`src/rtl/i2c_stop_pkg.sv`:
```
package i2c_stop_pkg;

  typedef enum logic [2:0] {
    ST_IDLE,
    ST_SDA_LO,
    ST_WAIT1,
    ST_SCL_HI,
    ST_WAIT2,
    ST_SDA_HI,
    ST_WAIT3
  } stop_state_e;

  // cycles in one baud period for a given reload value
  function automatic int unsigned brg_cycles(input int unsigned reload);
    return reload + 1;
  endfunction

endpackage

```
`src/rtl/i2c_line_cond.sv`:
```
module i2c_line_cond (
  input  logic clk,
  input  logic rst_n,
  input  logic scl_in,
  input  logic sda_in,
  output logic scl_s,
  output logic sda_s,
  output logic start_det,
  output logic stop_det
);
  logic scl_q, sda_q, scl_qq, sda_qq;

  always_ff @(posedge clk or negedge rst_n) begin
    if (!rst_n) begin
      scl_q  <= 1'b1;
      sda_q  <= 1'b1;
      scl_qq <= 1'b1;
      sda_qq <= 1'b1;
    end else begin
      scl_q  <= scl_in;
      sda_q  <= sda_in;
      scl_qq <= scl_q;
      sda_qq <= sda_q;
    end
  end

  assign scl_s     = scl_q;
  assign sda_s     = sda_q;
  assign start_det = scl_q & scl_qq & sda_qq & ~sda_q;
  assign stop_det  = scl_q & scl_qq & ~sda_qq & sda_q;
endmodule

```
`src/rtl/i2c_brg.sv`:
```
module i2c_brg #(
  parameter int BRG_W = 8
) (
  input  logic             clk,
  input  logic             rst_n,
  input  logic             load,
  input  logic [BRG_W-1:0] reload,
  output logic             expired
);
  logic [BRG_W-1:0] cnt;

  always_ff @(posedge clk or negedge rst_n) begin
    if (!rst_n)          cnt <= '0;
    else if (load)       cnt <= reload;
    else if (cnt != '0)  cnt <= cnt - 1'b1;
  end

  assign expired = (cnt == '0);
endmodule

```
`src/rtl/i2c_stop_fsm.sv`:
```
module i2c_stop_fsm
  import i2c_stop_pkg::*;
(
  input  logic clk,
  input  logic rst_n,
  input  logic stop_req,
  input  logic scl_s,
  input  logic sda_s,
  input  logic stop_det,
  input  logic brg_expired,
  output logic brg_load,
  output logic brg_fire,
  output logic done_pulse,
  output logic busy,
  output logic scl_low,
  output logic sda_low
);
  stop_state_e state, nxt;

  always_ff @(posedge clk or negedge rst_n) begin
    if (!rst_n) state <= ST_IDLE;
    else        state <= nxt;
  end

  logic timed;
  assign timed = (state == ST_WAIT1) || (state == ST_WAIT2) || (state == ST_WAIT3);

  always_comb begin
    nxt      = state;
    brg_load = 1'b0;
    unique case (state)
      ST_IDLE:   if (stop_req) nxt = ST_SDA_LO;
      ST_SDA_LO: if (!sda_s) begin nxt = ST_WAIT1; brg_load = 1'b1; end
      ST_WAIT1:  if (brg_expired) nxt = ST_SCL_HI;
      ST_SCL_HI: if (scl_s) begin nxt = ST_WAIT2; brg_load = 1'b1; end
      ST_WAIT2:  if (brg_expired) nxt = ST_SDA_HI;
      ST_SDA_HI: if (stop_det) begin nxt = ST_WAIT3; brg_load = 1'b1; end
      ST_WAIT3:  if (brg_expired) nxt = ST_IDLE;
      default:   nxt = ST_IDLE;
    endcase
  end

  assign brg_fire   = timed & brg_expired;
  assign done_pulse = (state == ST_WAIT3) & brg_expired;
  assign busy       = (state != ST_IDLE);
  assign scl_low    = (state == ST_SDA_LO) || (state == ST_WAIT1);
  assign sda_low    = scl_low || (state == ST_SCL_HI) || (state == ST_WAIT2);
endmodule

```
`src/rtl/i2c_stop_seq.sv`:
```
module i2c_stop_seq #(
  parameter int BRG_W  = 8,
  parameter int DATA_W = 8
) (
  input  logic              clk,
  input  logic              rst_n,
  input  logic [BRG_W-1:0]  brg_reload,
  input  logic              stop_req,
  input  logic              scl_in,
  input  logic              sda_in,
  output logic              scl_pull_low,
  output logic              sda_pull_low,
  output logic              stop_active,
  output logic              stop_seen,
  output logic              start_seen,
  output logic              bus_busy,
  output logic              bus_free_pulse,
  output logic              irq_flag,
  input  logic              irq_clr,
  input  logic              txbuf_we,
  input  logic [DATA_W-1:0] txbuf_wdata,
  output logic [DATA_W-1:0] txbuf_q,
  output logic              wcol,
  input  logic              wcol_clr
);
  // internal events, named for the checker
  logic scl_s, sda_s, start_det, stop_det;
  logic brg_load, brg_fire, brg_expired, done_pulse, busy;

  i2c_line_cond u_cond (
    .clk(clk), .rst_n(rst_n), .scl_in(scl_in), .sda_in(sda_in),
    .scl_s(scl_s), .sda_s(sda_s), .start_det(start_det), .stop_det(stop_det)
  );

  i2c_brg #(.BRG_W(BRG_W)) u_brg (
    .clk(clk), .rst_n(rst_n), .load(brg_load), .reload(brg_reload),
    .expired(brg_expired)
  );

  i2c_stop_fsm u_fsm (
    .clk(clk), .rst_n(rst_n), .stop_req(stop_req), .scl_s(scl_s),
    .sda_s(sda_s), .stop_det(stop_det), .brg_expired(brg_expired),
    .brg_load(brg_load), .brg_fire(brg_fire), .done_pulse(done_pulse),
    .busy(busy), .scl_low(scl_pull_low), .sda_low(sda_pull_low)
  );

  always_ff @(posedge clk or negedge rst_n) begin
    if (!rst_n) begin
      stop_seen      <= 1'b0;
      start_seen     <= 1'b0;
      bus_free_pulse <= 1'b0;
      irq_flag       <= 1'b0;
      wcol           <= 1'b0;
      txbuf_q        <= '0;
    end else begin
      bus_free_pulse <= stop_det;
      if (stop_det) begin
        stop_seen  <= 1'b1;
        start_seen <= 1'b0;
      end else if (start_det) begin
        stop_seen  <= 1'b0;
        start_seen <= 1'b1;
      end
      if (done_pulse)   irq_flag <= 1'b1;
      else if (irq_clr) irq_flag <= 1'b0;
      if (txbuf_we && busy) wcol <= 1'b1;
      else if (wcol_clr)    wcol <= 1'b0;
      if (txbuf_we && !busy) txbuf_q <= txbuf_wdata;
    end
  end

  assign stop_active = busy;
  assign bus_busy    = start_seen;
endmodule

```
`config.mk`:
```
export PLATFORM = sky130hd
export DESIGN_NAME = i2c_stop_seq
export DESIGN_NICKNAME = d
export VERILOG_FILES = /design/src/rtl/i2c_stop_pkg.sv /design/src/rtl/i2c_line_cond.sv /design/src/rtl/i2c_brg.sv /design/src/rtl/i2c_stop_fsm.sv /design/src/rtl/i2c_stop_seq.sv
export SDC_FILE = /design/constraint.sdc
export NUM_CORES = 1
export LEC_CHECK = 0
export BUFFER_PORTS_ARGS = -buffer_cell sky130_fd_sc_hd__clkbuf_2
export CAP_MARGIN = 10
export CORE_MARGIN = 2
export CORE_UTILIZATION = 45
export DETAILED_ROUTE_END_ITERATION = 7
export GPL_TIMING_DRIVEN = 0
export PLACE_DENSITY_LB_ADDON = 0.15
export SLEW_MARGIN = 20
export SYNTH_ARGS = -nofsm -noshare
export SYNTH_HDL_FRONTEND = slang
export SYNTH_SLANG_ARGS = --single-unit
```
`constraint.sdc`:
```
create_clock -name clk -period 2.15 [get_ports clk]
set_input_delay 0.215 -clock clk [delete_from_list [all_inputs] [get_ports clk]]
set_output_delay 0.215 -clock clk [all_outputs]
set_load 0.02 [all_outputs]
```
* Word level (Yosys, flattened, before mapping)
Index checks and enable logic that the tools add are counted.
Widths: inputs -> output; s select.
** Storage, ports and cells
- Bits in registers :: 28
- Latch bits :: 0
- Memory bits (writable) :: 0
- Bits in read-only memories :: 0
- Bits of input ports :: 24
- Output and inout port bits :: 17
- Logic and storage cells :: 71
- Memories kept :: 0
** Cells by class
- $add $sub $neg :: 1
- Multipliers :: 0
- Divide/modulo/power cells :: 0
- Magnitude comparators :: 0
- Equal/unequal tests :: 13
- Shift operators :: 0
- Muxes and demuxes :: 22
- Bitwise gates (word level) :: 8
- Reductions and logical operators :: 15
** Operator list (number)
- $mux 3 :: 7
- $pmux 3 s7 :: 1
- $mux 8 :: 2
- $mux 1 :: 11
- $eq 3x3->1 const B :: 3
- $logic_not 8->1 :: 1
- $ne 2x2->1 const B :: 4
- $reduce_bool 2->1 :: 4
- $reduce_bool 8->1 :: 1
- $sub 8x1->8 const B :: 1
- $reduce_and 7->1 :: 1
- $and 1x1->1 :: 6
- $eq 3x2->1 const B :: 2
- $ne 2x1->1 const B :: 3
- $eq 3x1->1 const B :: 1
- $logic_not 3->1 :: 1
- $logic_or 1x1->1 :: 3
- $pmux 1 s3 :: 1
- $reduce_bool 3->1 :: 1
- $logic_and 1x1->1 :: 2
- $not 1->1 :: 2
- $logic_not 1->1 :: 1

* Depth between registers and ports, before layout
Gate-level depths: netlist of run 1.
- Word-level depth :: 6
- Mapped depth :: 6
- Depth with buffers taken out :: 6

* Hierarchy
A second synthesis of run 1 with hierarchy kept.
** Unflattened totals
- Cells, all modules :: 130
- Area, all modules :: 1403.8 um^2
** Modules (own cells, without submodules)
- i2c_stop_seq :: instances 1, cells each 33, area each 520.5 um^2
- i2c_brg :: instances 1, cells each 54, area each 476.7 um^2
- i2c_stop_fsm :: instances 1, cells each 37, area each 281.5 um^2
- i2c_line_cond :: instances 1, cells each 6, area each 125.1 um^2

* Worst setup path before layout of run 1
No wires, ideal clock.
- Path kind :: reg2reg
- Start point :: reg u_fsm.state[1]
- End point :: reg txbuf_q[0]
- Setup time :: 125 ps
- Arrival time :: 1601 ps
- Data required time :: 2025 ps
- Setup slack :: 424 ps
- Stages on the path, launching flop included :: 6
- Buffers on the path :: 2
- Period minus slack after synthesis :: 1726 ps
- Cells stage by stage :: dfrtp_1 -> buf_2 -> or3_1 -> clkbuf_1 -> nor2_4 -> mux2_2
** On the way
- Word-level cells in the longest chain between the ends :: 3
** Ends and longest elaborated chain
- start, declared :: RTL line i2c_stop_fsm.sv:18 : stop_state_e state, nxt;
- start signal, assigned :: RTL line i2c_stop_fsm.sv:22 : else state <= nxt;
- $reduce_bool 3->1 :: RTL line i2c_stop_fsm.sv:45 : assign busy = (state != ST_IDLE);
- net stop_active :: RTL line i2c_stop_seq.sv:13 : output logic stop_active,
- $logic_not 1->1 :: RTL line i2c_stop_seq.sv:68 : if (txbuf_we && !busy) txbuf_q <= txbuf_wdata;
- $logic_and 1x1->1 :: RTL line i2c_stop_seq.sv:68
- end signal, assigned :: RTL line i2c_stop_seq.sv:68
- end, declared :: RTL line i2c_stop_seq.sv:22 : output logic [DATA_W-1:0] txbuf_q,
The timed path passes the listed nets, and every way through them passes these cells.
A chain may end at the register's enable or synchronous reset.

* Final worst setup path of run 1
- Start point :: reg u_fsm.state[1]
- End point :: out sda_pull_low
** On the way
- Word-level cells in the longest chain between the ends :: 4
** Ends and longest elaborated chain
- $eq 3x1->1 or $eq 3x2->1 (tied branches)
- $logic_or 1x1->1 :: RTL line i2c_stop_fsm.sv:46 : assign scl_low = (state == ST_SDA_LO) || (state == ST_WAIT1);
- $logic_or 1x1->1 :: RTL line i2c_stop_fsm.sv:47 : assign sda_low = scl_low || (state == ST_SCL_HI) || (state == ST_WAIT2);
- $logic_or 1x1->1 (*) :: RTL line i2c_stop_fsm.sv:47
- end, declared :: RTL line i2c_stop_seq.sv:12 : output logic sda_pull_low,
Mark *: on every way between the ends. The rest lies on a longest branch, timed or not.

==> flow_summary.json, run 1 <==
{
  "vias_per_inst": 5.43,
  "cts-root-buf": "sky130_fd_sc_hd__clkbuf_4",
  "numCtsBuffers": 3,
  "gp_routability_congestion": 0.752,
  "die-area_um2": 3480,
  "synth.lib_cells_used.distinct": 35,
  "clkLatencyLatePin_ns": 0.32,
  "area_growth_pct": 24.0,
  "cp_max_fo": 10,
  "worst_hold_startpoint": "irq_clr",
  "grt_pass1_wl_um": 4280,
  "hold_viol": 0,
  "dr_total_vias": 1080,
  "internal_power_mw": 1.42,
  "sequentialPowerShare": 0.387,
  "rsz0062_at_grt": "false",
  "timing.critical_path.slowest_stage_cell": "sky130_fd_sc_hd__dfrtp_1",
  "path_buf_inv": 3,
  "worstHoldPathType": "in -> reg",
  "finalWirelength_um": 2540,
  "synth_top_family_by_area": "multiplexers",
  "ordered_list_of_cells_on_the_worst_path": "buf_2 > or3_1 > clkbuf_1 > and2_1 > clkbuf_2",
  "synth_xor_area_frac": 0.0193,
  "synth-edff-count": 0,
  "timing.critical_path.from_type": "register",
  "syn-num-nets": 147,
  "clock_tree.htree_level_count": 1,
  "worstPathArrival_ns": 1.72,
  "cts_buffer_depth": 2,
  "die_width_um": 59.0,
  "yosys.area_share.simple": 0.143,
  "critical_path.max_stage_delay_ns": 0.39,
  "average_wire_per_cell_in_the_routed_design_um": 12.8,
  "p_leak_nw": 0.782,
  "final_net_count": 195,
  "fp.dieH_um": 59.0,
  "report.final.slew_viol_count": 0,
  "post-dp-hpwl_um": 1890,
  "clkSinkCount": 28,
  "placement.io_buffers": 40,
  "critical-path-top-delay-family": "simple AND/OR/NAND/NOR gates",
  "total_instance_count_after_detailed_placement": 192,
  "instance_count_along_the_most_critical_hold_path": 2,
  "finish.cell_count_without_fillers": 199,
  "seq_area_frac_synth": 0.518,
  "globalRoute.totalOverflow": 0,
  "power_frac_comb": 0.467,
  "synth_compound_gate_area_share": 0.108,
  "reg2regPathDepth": 4,
  "ant_nets": 0,
  "track_usage": 0.159,
  "synth_ff_type": "sky130_fd_sc_hd__dfrtp_1",
  "floorplan.initialDensity": 0.486,
  "drtPass1Iterations": 4,
  "ys_seq_elements": 28,
  "io_pins": 41,
  "share_clk_of_total_power": 0.146,
  "design.core.area_um2": 2810,
  "timing.critical_path.required_ns": 1.93,
  "max-cap-violations": 0,
  "fin_worst_skew_ns": 0.00156,
  "relSlewSlack": 0.553,
  "synth-warning-count": 0,
  "antenna_found_initial": 0,
  "synth_adder_area_share": 0.0184,
  "via_count_of_the_first_global_routing_pass": 997,
  "post-route-drc-count": 0,
  "netSwitchingFraction": 0.388,
  "largest_registers": "txbuf_q x8, u_brg.cnt x8, u_fsm.state x3",
  "pre_cts_ws_ns": 0.122,
  "avgSynthCellArea_um2": 11.3,
  "async_s_r_ff_share_synth": 1.00,
  "setup.worst_path.class": "reg -> out",
  "period_share": 0.900,
  "antennaDiodeCount": 0,
  "pwr_density_cell_nw_per_um2": 1380,
  "tritoncts": "done",
  "r2r-end": "u_brg.cnt[7]",
  "clock.fmax_mhz": 517,
  "floorplan_row_count": 19,
  "total_switching_power_mw": 0.903,
  "run_status": "finished, final reports clean",
  "clk_transition_reported_paths_ns": 0.15,
  "critPathCaptureType": "primary output",
  "reg2reg_from": "u_fsm.state[0]",
  "final.setup.worst_slack_ns": 0.215,
  "totalNegativeSetupSlack_ns": 0,
  "irDropWorstVdd_uv": 869,
  "layout-drive-gt1-share": 0.435,
  "worst_pin_slew_ns": 0.671,
  "period_minus_slack_ns": 1.94,
  "syn_inst": 121,
  "synth_area_um2": 1360,
  "grt_start_max_net_pins": 29,
  "detail_route.iter0.violations": 35,
  "synth.area.mux_share": 0.156,
  "setup_viol": 0,
  "whs_endpoint": "irq_flag",
  "worst-r2r-setup-slack_ns": 0.34
}
## metal layers
| metal | share of wire | GRT usage | wire length [µm] |
|---|---|---|---|
| met1 | 0.47 | 0.212 | 1190 |
| met2 | 0.48 | 0.271 | 1220 |
| met3 | 0.041 | 0.0240 | 103 |
| met4 | 0.0075 | 0.0390 | 19 |
| met5 | 0 | 0 | 0 |
## per-stage QoR
step	util	hold slack [ns]	instance area [µm²]	power, mW
final	0.602	0.0588	1690	2.33
after global routing	0.602	0.0396	1690	2.50
after CTS	0.600	0.0429	1680	2.35
after detailed placement	0.571	0.288	1600	1.99
after global placement	0.571	0.287	1600	1.96
after floorplan	-	-0.0806	1360	1.70
## worst max path at each step
stage                   startpoint      endpoint  depth (start not counted)  slack [ns]
floorplan           u_fsm.state[1]    txbuf_q[0]                          5        0.42
global placement      u_brg.cnt[0]  u_brg.cnt[1]                          6        0.18
detailed placement    u_brg.cnt[0]  u_brg.cnt[1]                          6        0.12
CTS                   u_brg.cnt[0]  u_brg.cnt[1]                          6         0.1
global route        u_fsm.state[1]  sda_pull_low                          5        0.13
finish              u_fsm.state[1]  sda_pull_low                          5        0.21
## power groups by stage
stage	clock network [mW]	logic (mW)	registers (mW)
4_1_cts	0.355	1.10	0.897
2_1_floorplan	0	0.708	0.987
3_5_place_dp	0	1.09	0.905
5_1_grt	0.374	1.20	0.933
6_report	0.340	1.09	0.900
3_3_place_gp	0	1.06	0.898
## synth_stat cells, types with 2 or more instances
cell | instances | share of area
sky130_fd_sc_hd__a21oi_1 | 6 | 0.022
sky130_fd_sc_hd__a31oi_1 | 2 | 0.0092
sky130_fd_sc_hd__and2_1 | 2 | 0.0092
sky130_fd_sc_hd__clkbuf_1 | 3 | 0.0083
sky130_fd_sc_hd__dfrtp_1 | 24 | 0.44
sky130_fd_sc_hd__dfstp_2 | 4 | 0.077
sky130_fd_sc_hd__ha_1 | 2 | 0.018
sky130_fd_sc_hd__inv_1 | 7 | 0.019
sky130_fd_sc_hd__mux2_2 | 17 | 0.14
sky130_fd_sc_hd__nand2_1 | 9 | 0.025
sky130_fd_sc_hd__nand3_1 | 2 | 0.0073
sky130_fd_sc_hd__nor2_1 | 8 | 0.022
sky130_fd_sc_hd__nor3b_1 | 2 | 0.011
sky130_fd_sc_hd__o21ai_0 | 10 | 0.037
sky130_fd_sc_hd__xnor2_1 | 3 | 0.019
## final cells by class
cell class                 instances  area [µm²]
buffer                             5        23.8
clock buffer                       3        22.5
clock inverter                     1        30.0
fill                             248        1120
inverter                           7        26.3
multi-input combinational         81         612
sequential                        28         706
tap                               31        38.8
timing repair buffer              43         230
## cell usage in the layout, fill, tap and decap left out, types with 2 or more instances in the layout
| cell | instances |
|---|---|
| sky130_fd_sc_hd__nor3b_2 | 2 |
| sky130_fd_sc_hd__mux2_2 | 17 |
| sky130_fd_sc_hd__dfrtp_1 | 24 |
| sky130_fd_sc_hd__clkbuf_4 | 3 |
| sky130_fd_sc_hd__xnor2_1 | 3 |
| sky130_fd_sc_hd__nor2_1 | 8 |
| sky130_fd_sc_hd__and2_1 | 2 |
| sky130_fd_sc_hd__dlygate4sd3_1 | 3 |
| sky130_fd_sc_hd__inv_1 | 7 |
| sky130_fd_sc_hd__ha_1 | 2 |
| sky130_fd_sc_hd__nand3_1 | 2 |
| sky130_fd_sc_hd__nand2_1 | 9 |
| sky130_fd_sc_hd__a21oi_1 | 6 |
| sky130_fd_sc_hd__clkbuf_2 | 40 |
| sky130_fd_sc_hd__a31oi_1 | 2 |
| sky130_fd_sc_hd__o21ai_0 | 10 |
| sky130_fd_sc_hd__dfstp_2 | 4 |
| sky130_fd_sc_hd__clkbuf_1 | 3 |
## cells by family after synthesis
family	count (synthesis)
buf+inv	12
compound gates	24
fa+ha+maj	2
mux	19
xor+xnor	3
simple gates	33
flops	28
## repair_timing
action	CTS	global route
buffers inserted	0	0
endpoints found under the hold margin	26	0
hold buffers	3	0
gates resized for setup	0	1
endpoints found under the setup margin	0	6
No activity file was read; power rests on OpenSTA's default activity.
==> run 2: changes to the inputs <==
Settings changed: BUFFER_PORTS_ARGS -buffer_cell sky130_fd_sc_hd__clkbuf_2 to default, CAP_MARGIN 10 to 15, CORE_UTILIZATION 45 to 50, DONT_BUFFER_PORTS from default to 1.
==> flow_summary.json, run 2 (synthesized netlist as in run 1, its figures left out) <==
{
  "final_net_count": 159,
  "critical_path.max_stage_delay_ns": 0.39,
  "design_area_um2": 1520,
  "commonest_non_fill_non_tap_cells_in_the_layout": "sky130_fd_sc_hd__dfrtp_1, sky130_fd_sc_hd__mux2_2, sky130_fd_sc_hd__o21ai_0",
  "timing.critical_path.from_type": "register",
  "r2r-end": "txbuf_q[1]",
  "layout-drive-gt1-share": 0.258,
  "io_pins": 41,
  "pwr_density_cell_nw_per_um2": 1380,
  "placement.io_buffers": 0,
  "ordered_list_of_cells_on_the_worst_path": "buf_2 > or3_1 > clkbuf_1 > and2_1",
  "pre_cts_ws_ns": 0.131,
  "cp.depth": 4,
  "worst_setup_path_startpoint": "u_fsm.state[1]",
  "worst-r2r-setup-slack_ns": 0.28,
  "timing.critical_path.required_ns": 1.93,
  "timing.critical_path.slowest_stage_cell": "sky130_fd_sc_hd__dfrtp_1",
  "detail_route.iter0.violations": 14,
  "max-cap-violations": 0,
  "period_share": 0.909,
  "irDropWorstVdd_uv": 743,
  "clkLatencyLatePin_ns": 0.31,
  "ant_nets": 0,
  "totalNegativeSetupSlack_ns": 0,
  "period_minus_slack_ns": 1.95,
  "fp.dieH_um": 56.2,
  "most_frequent_standard_cell_in_the_layout_excluding_fill_and_tap_cells": "sky130_fd_sc_hd__dfrtp_1",
  "reg2regPathDepth": 5,
  "clock.fmax_mhz": 512,
  "design.core.area_um2": 2520,
  "post-route-drc-count": 0,
  "largest_registers": "txbuf_q x8, u_brg.cnt x8, u_fsm.state x3",
  "via_count_of_the_first_global_routing_pass": 901,
  "worstHoldPathType": "in -> reg",
  "antennaDiodeCount": 0,
  "cts_buffer_depth": 2,
  "post-dp-hpwl_um": 1740,
  "cp_max_fo": 10,
  "finish.cell_count_without_fillers": 162,
  "critPathCaptureType": "primary output",
  "clock_tree.htree_level_count": 1,
  "final.setup.worst_slack_ns": 0.196,
  "path_buf_inv": 2,
  "grt_start_max_net_pins": 29,
  "numCtsBuffers": 3,
  "placement.cell_area_um2": 1400,
  "run_status": "finished, final reports clean",
  "p_leak_nw": 0.630,
  "grt_pass1_wl_um": 3940,
  "die_width_um": 56.2,
  "dr_total_vias": 905,
  "report.final.slew_viol_count": 0,
  "fin_worst_skew_ns": 0.00509,
  "relSlewSlack": 0.665,
  "track_usage": 0.155,
  "antenna_found_initial": 0,
  "globalRoute.totalOverflow": 0,
  "worst_pin_slew_ns": 0.503,
  "endpoint": "sda_pull_low",
  "vias_per_inst": 5.59,
  "average_wire_per_cell_in_the_routed_design_um": 13.9,
  "reg2reg_from": "u_fsm.state[1]",
  "rsz0062_at_grt": "false",
  "total_power_mw": 2.10,
  "tritoncts": "done",
  "floorplan.initialDensity": 0.540,
  "floorplan_row_count": 18,
  "clkSinkCount": 28,
  "cts-root-buf": "sky130_fd_sc_hd__clkbuf_4",
  "total_instance_count_after_detailed_placement": 151,
  "critical-path-top-delay-family": "simple AND/OR/NAND/NOR gates",
  "die-area_um2": 3160,
  "finalWirelength_um": 2250,
  "drtPass1Iterations": 4,
  "setup_viol": 0,
  "gp_routability_congestion": 0.768,
  "worstPathArrival_ns": 1.74,
  "cts.repair_timing.setup_buffer_count": 0,
  "area_growth_pct": 11.7,
  "hold_viol": 0,
  "setup.worst_path.class": "reg -> out",
  "clk_transition_reported_paths_ns": 0.14
}
==> run 2: what timing repair did <==
item                                   4_1_cts  5_1_grt
setup endpoints to repair                    0        5
gates resized for setup                      0        1
hold buffers                                 6        1
endpoints found under the hold margin       32        1
==> run 2: worst register-to-register path, cell delays in order, from the launching register on <==
cell,delay [ns]
sky130_fd_sc_hd__dfrtp_1,0.39
sky130_fd_sc_hd__buf_2,0.17
sky130_fd_sc_hd__or3_1,0.36
sky130_fd_sc_hd__clkbuf_1,0.24
sky130_fd_sc_hd__nor2_4,0.26
sky130_fd_sc_hd__mux2_2,0.37
==> run 2: layout make-up <==
class	instances	area, µm²
Clock buffer	4	36.3
Timing Repair Buffer	7	80.1
Fill cell	225	1000
Buffer	5	23.8
Multi-Input combinational cell	81	612
Sequential cell	28	706
Tap cell	30	37.5
Inverter	7	26.3
==> run 2: routing by layer <==
| layer | vias to the layer above | global-route usage | part of all wire |
|---|---|---|---|
| li1 | 447 | - | - |
| met1 | 437 | 0.206 | 0.45 |
| met2 | 19 | 0.255 | 0.50 |
| met3 | 2 | 0.0326 | 0.044 |
| met4 | 0 | 0.0408 | 0.0085 |
| met5 | - | 0 | 0 |
==> run 2: how the worst min path moves through the flow <==
stage             startpoint            to  slack [ns]  depth (start not counted)
2_1_floorplan          rst_n      bus_busy       -0.08                          0
3_3_place_gp           rst_n      bus_busy       -0.08                          0
3_5_place_dp           rst_n      bus_busy       -0.08                          0
4_1_cts             txbuf_we          wcol       0.006                          2
5_1_grt        brg_reload[5]  u_brg.cnt[5]        0.01                          1
6_report       brg_reload[5]  u_brg.cnt[5]        0.03                          1
==> run 2: power breakdown <==
group | internal [mW] | leakage, nW | switching (mW)
Combinational | 0.417 | 0.279 | 0.420
Sequential | 0.729 | 0.329 | 0.292
Clock | 0.103 | 0.0210 | 0.140
==> run 2: stage by stage <==
stage	util	hold WS, ns
2_1_floorplan	-	-0.0806
3_3_place_gp	0.555	-0.0800
3_5_place_dp	0.555	-0.0800
4_1_cts	0.597	0.00582
5_1_grt	0.603	0.0144
6_report	0.603	0.0271
